`src/rtl/chain_readback_seq.sv`:
```
module chain_readback_seq #(
  parameter int MAX_DEV    = 8,
  parameter int HALF       = 89,
  parameter int GAP        = 16,
  parameter int CLK_PER_US = 125,
  parameter int SLV_W      = $clog2(MAX_DEV),
  parameter int SUM_W      = $clog2(MAX_DEV * 6 * 4095 + 1)
) (
  input  logic             clk,
  input  logic             rst_n,
  input  logic             start,
  input  logic [SLV_W-1:0] slaves,
  input  logic [1:0]       acq_sel,
  input  logic [1:0]       avg_sel,
  output logic             spi_sclk,
  output logic             spi_mosi,
  output logic             spi_cs_n,
  input  logic             spi_miso,
  output logic             res_valid,
  output logic [31:0]      res_frame,
  output logic [SUM_W-1:0] cell_sum,
  output logic             done,
  output logic             err
);

  function automatic int wait_us(input int acq, input int avg, input int slv);
    int t;
    int num;
    case (acq)
      0: t = 465;
      1: t = 1010;
      2: t = 1460;
      default: t = 1890;
    endcase
    num = (t + 695) * 12 * (1 << avg) - t + slv * 250;
    return (num + 999) / 1000 + 5;
  endfunction

  function automatic logic [7:0] crc_shift(input logic [7:0] b);
    logic [7:0] c;
    c = b;
    for (int i = 0; i < 8; i++) c = c[7] ? ((c << 1) ^ 8'h2F) : (c << 1);
    return c;
  endfunction

  function automatic logic [7:0] crc24(input logic [23:0] v);
    return crc_shift(crc_shift(v[23:16]) ^ v[15:8]) ^ v[7:0];
  endfunction

  function automatic logic [31:0] wr_frame(input logic [5:0] rg, input logic [7:0] d);
    logic [31:0] w;
    w = {5'd0, rg, d, 1'b1, 12'd0};
    w[10:3] = crc24({3'd0, w[31:11]});
    w[2:0] = 3'b010;
    return w;
  endfunction

  localparam int FW       = 32;
  localparam int BW       = $clog2(FW + 1);
  localparam int PH_W     = $clog2(HALF + 1);
  localparam int RD_W     = $clog2(MAX_DEV * 12 + 1);
  localparam int MAX_WAIT = wait_us(3, 3, MAX_DEV - 1) * CLK_PER_US + GAP;
  localparam int CNT_W    = $clog2(MAX_WAIT + 1);
  localparam logic [31:0] NOOP      = 32'hF800_030A;
  localparam logic [5:0]  REG_RDPTR = 6'h1C;
  localparam logic [5:0]  REG_CTRLH = 6'h0D;

  typedef enum logic [1:0] {IDLE, XFER, HOLD, FIN} state_t;
  typedef enum logic [1:0] {F_PTR, F_CTRL, F_READ} step_t;

  state_t           state;
  step_t            step;
  logic [PH_W-1:0]  ph;
  logic [BW-1:0]    bitn;
  logic [CNT_W-1:0] cnt;
  logic [RD_W-1:0]  rdn;
  logic [31:0]      rx;
  logic [SLV_W-1:0] slv_q;
  logic [1:0]       acq_q, avg_q;

  logic [31:0]      tx_word;
  logic [RD_W-1:0]  rd_total;
  logic             rx_ok;

  assign tx_word  = (step == F_PTR)  ? wr_frame(REG_RDPTR, 8'h00) :
                    (step == F_CTRL) ? wr_frame(REG_CTRLH, {4'b0000, 1'b1, avg_q, 1'b0}) : NOOP;
  assign rd_total = RD_W'((int'(slv_q) + 1) * 12);
  assign rx_ok    = (crc24({2'b00, rx[31:10]}) == rx[9:2]);

  always_ff @(posedge clk) begin
    if (!rst_n) begin
      state     <= IDLE;
      step      <= F_PTR;
      ph        <= '0;
      bitn      <= '0;
      cnt       <= '0;
      rdn       <= '0;
      rx        <= '0;
      slv_q     <= '0;
      acq_q     <= '0;
      avg_q     <= '0;
      spi_sclk  <= 1'b0;
      spi_mosi  <= 1'b0;
      spi_cs_n  <= 1'b1;
      res_valid <= 1'b0;
      res_frame <= '0;
      cell_sum  <= '0;
      done      <= 1'b0;
      err       <= 1'b0;
    end else begin
      res_valid <= 1'b0;
      done      <= 1'b0;
      err       <= 1'b0;
      case (state)
        IDLE: if (start) begin
          slv_q    <= slaves;
          acq_q    <= acq_sel;
          avg_q    <= avg_sel;
          step     <= F_PTR;
          rdn      <= '0;
          cell_sum <= '0;
          spi_cs_n <= 1'b0;
          ph       <= PH_W'(HALF - 1);
          bitn     <= '0;
          state    <= XFER;
        end
        XFER: if (ph != '0) begin
          ph <= ph - 1'b1;
        end else begin
          ph <= PH_W'(HALF - 1);
          if (spi_sclk) begin
            spi_sclk <= 1'b0;
            rx       <= {rx[30:0], spi_miso};
            bitn     <= bitn + 1'b1;
          end else if (bitn != BW'(FW)) begin
            spi_sclk <= 1'b1;
            spi_mosi <= tx_word[5'd31 - bitn[4:0]];
          end else begin
            spi_cs_n <= 1'b1;
            state    <= HOLD;
            case (step)
              F_PTR: begin
                step <= F_CTRL;
                cnt  <= CNT_W'(GAP - 1);
              end
              F_CTRL: begin
                step <= F_READ;
                cnt  <= CNT_W'(wait_us(int'(acq_q), int'(avg_q), int'(slv_q)) * CLK_PER_US - 1);
              end
              default: begin
                if (!rx_ok) begin
                  err   <= 1'b1;
                  state <= IDLE;
                end else begin
                  res_valid <= 1'b1;
                  res_frame <= rx;
                  if (rx[26:23] <= 4'd5) cell_sum <= cell_sum + SUM_W'(rx[22:11]);
                  rdn <= rdn + 1'b1;
                  cnt <= CNT_W'(GAP - 1);
                  if (rdn + 1'b1 == rd_total) state <= FIN;
                end
              end
            endcase
          end
        end
        HOLD: if (cnt == '0) begin
          spi_cs_n <= 1'b0;
          ph       <= PH_W'(HALF - 1);
          bitn     <= '0;
          state    <= XFER;
        end else begin
          cnt <= cnt - 1'b1;
        end
        default: begin
          done  <= 1'b1;
          state <= IDLE;
        end
      endcase
    end
  end

  p_sclk_idle_r5: assert property (@(posedge clk) disable iff (!rst_n)
    spi_cs_n |-> !spi_sclk);
  p_mosi_on_rise_r5: assert property (@(posedge clk) disable iff (!rst_n)
    !$rose(spi_sclk) |-> $stable(spi_mosi));
  p_hold_quiet_r4: assert property (@(posedge clk) disable iff (!rst_n)
    (state == HOLD) |-> (spi_cs_n && !spi_sclk));
  p_err_idle_r8: assert property (@(posedge clk) disable iff (!rst_n)
    err |-> (state == IDLE && spi_cs_n && !res_valid));
  p_done_after_res_r9: assert property (@(posedge clk) disable iff (!rst_n)
    done |-> $past(res_valid));
  p_done_err_excl_r9: assert property (@(posedge clk) disable iff (!rst_n)
    !(done && err));
  p_res_bound_r3: assert property (@(posedge clk) disable iff (!rst_n)
    res_valid |-> (rdn <= rd_total));

endmodule

```
`config.mk`:
```
export PLATFORM = sky130hd
export DESIGN_NAME = chain_readback_seq
export DESIGN_NICKNAME = d
export VERILOG_FILES = /design/src/rtl/chain_readback_seq.sv
export SDC_FILE = /design/constraint.sdc
export NUM_CORES = 1
export LEC_CHECK = 0
export BUFFER_PORTS_ARGS = -buffer_cell sky130_fd_sc_hd__clkbuf_2
export CAP_MARGIN = 20
export CORE_MARGIN = 4
export CORE_UTILIZATION = 59
export CTS_CLUSTER_SIZE = 8
export DETAILED_ROUTE_END_ITERATION = 16
export GPL_TIMING_DRIVEN = 0
export PLACE_DENSITY = 0.83
export SLEW_MARGIN = 20
export SYNTH_ARGS = -nofsm -noshare
export SYNTH_HDL_FRONTEND = slang
export SYNTH_SLANG_ARGS = --single-unit
```
`constraint.sdc`:
```
create_clock -name clk -period 66.1 [get_ports clk]
set_clock_uncertainty 0.1 [all_clocks]
set_input_delay 13.22 -clock clk [delete_from_list [all_inputs] [get_ports clk]]
set_output_delay 13.22 -clock clk [all_outputs]
set_load 0.03 [all_outputs]
```
==> summary.txt <==
outcome -> finished clean
Horiz. Die Dim -> 196 um
number of placement rows -> 68
largest net degree at the start of global routing -> 17
GR peak layer -> met2
r2r setup slk -> 34.26 ns
Top-Level Pins -> 67
met3 Track Usage GR -> 0.0364
wire length per cell -> 16.8 um
Max-Cap Viols -> 0
residual DRC count -> 0
clk_lat worst skew -> 0.43 ns
Clock Sinks -> 134
final wirelength -> 54000 um
H-tree depth -> 4
Register-to-Register Path Depth -> 124
gate count of the mapped netlist -> 2657
synth warn -> 0
post_cts resized -> 0
fin. max-slew vios -> 0
post-route cell area -> 22300 um^2
period utilization -> 0.482
CTS tree -> built
antenna violations before repair -> 0
clock buffer depth -> 2
Area growth syn-to-layout -> 7.03%
CP arrival -> 32.06 ns
Hold Path Class -> register to register
M1 GR Usage -> 0.365
ANT cells -> 0
Layout Utilization -> 0.643
Crit Path Max Fanout -> 10
async set-reset flop share out of synthesis -> 0
Worst Hold Depth -> 2
first-pass GRT wire length -> 91200 um
Crit. End Element -> register
final worst path period need -> 31.84 ns
hold_buf cts -> 0
Final Net Count -> 3058
RSZ-0062 raised after global routing -> false
Crit path top cell by count -> ha_1
1st-pass router iterations -> 6
dominant synthesized flop cell -> dfxtp_1
crit start category -> register
Final Wtd Congestion -> 0.926
final setup fails -> 0
GRT Util Overall -> 0.273
EDFF count, synth -> 0
Mapped Area -> 20800 um^2
DIE AREA -> 38300 um^2
most frequent cells in the layout -> nand2_1 (263), ha_1 (225), nor2_1 (220)
Final Hold Vio Count -> 0
remaining antenna violation count -> 0
syn nets -> 2974
clk slew on worst S/H paths -> 0.06 ns
post-synthesis area per instance -> 7.83 um^2
most common cell after layout, fill and taps aside -> nand2_1
Crit Path Class -> register to register
Fin Setup TNS -> 0 ns
vias in the first global route -> 19500
CTS Buf Count -> 17
Placement Cell Area -> 21700 um^2
Worst-Margin Slew -> 0.946 ns
Slew HR -> 0.365
die span in y -> 196 um
core area -> 34600 um^2
GR Layer Usage met2 -> 0.463
hpwl dp -> 42800 um
slowest CP cell -> a211oi_1
Initial Util -> 0.601
worst hold margin -> 0.359 ns
Synth Register Bits -> 134
DRT iter0 DRCs -> 1783
DR vias/cell -> 6.30
vias -> 20200
PortBufs -> 65
Root Driver -> clkbuf_16
postcts setup bufs -> 0
share of layout cells above drive strength 1 -> 0.0977
slowest cell delay on critical path -> 0.69 ns
Max Freq -> 0.0314 GHz
Seq/Total Area, Yosys -> 0.129
synth unique cells -> 135
grt total ovfl -> 0
Worst Path Required -> 66.32 ns
Yosys cell counts, types with 27 or more instances:
cell        n  share of area
o211ai_1   30          0.011
xor2_1     63          0.027
ha_1      225           0.14
nor3_1     73          0.018
a21oi_1   188          0.045
a21o_1     39          0.014
fa_1       81          0.078
and2_1     30         0.0090
nand4_1    27         0.0081
nor2_1    220          0.040
clkbuf_1   57          0.010
nand2_1   263          0.047
dfxtp_1   134           0.13
nand3_1    82          0.020
inv_1     210          0.038
o21ai_0    94          0.023
xnor2_1   158          0.066
mux2i_1    48          0.023
cell families after synthesis:
family / share of synthesized area
DFF: 0.129
adders and majority gates: 0.214
AOI/OAI and AO/OA: 0.250
buffers and inverters: 0.0675
other: 0.000180
xor gates and xnor gates: 0.104
muxes: 0.0303
and+or+nand+nor: 0.205
worst max-delay path, delay by kind of cell (launching register included):
kind	cells	cell delay, ns
AOI/OAI and AO/OA	51	12.85
xor gates and xnor gates	9	2.83
adders and majority gates	20	7.22
buffers and inverters	19	2.82
DFF	1	0.36
muxes	4	1.22
and+or+nand+nor	21	4.26
registers in the layout (all words and copies together) (netlist names):
register,flops
done,1
slv_q,3
spi_cs_n,1
cell_sum,18
bitn,6
res_frame,32
ph,7
rdn,7
avg_q,2
res_valid,1
spi_sclk,1
step,2
err,1
state,2
rx,32
spi_mosi,1
cnt,15
acq_q,2
path summary, 6_finish.rpt:
check             startpoint  endpoint
setup / recovery    acq_q[0]   cnt[14]
hold / removal      spi_mosi  spi_mosi
setup reg to reg    acq_q[0]   cnt[14]
hold reg to reg     spi_mosi  spi_mosi
per-layer routing:
layer	routed length (um)	up-vias
met5	0	-
met4	1300	0
met3	3600	124
met2	25600	779
met1	23500	9614
li1	-	9715
layout make-up:
type,count,area (um^2)
Multi-Input combinational cell,2200,16700
Fill cell,2916,12400
Sequential cell,134,2680
Inverter,213,800
Buffer,110,606
Tap cell,455,569
Clock buffer,21,460
Timing Repair Buffer,65,325
Clock inverter,11,101
through the flow:
stage / setup slack, ns / cells
floorplan: 39.20 / 2657
global placement: 35.57 / 3177
detailed placement: 34.92 / 3177
CTS: 34.74 / 3209
global route: 32.21 / 3209
finish: 34.26 / 3209
Power is not shown: default switching activity piles up to over one toggle a cycle in this logic, so the estimate is an artifact.
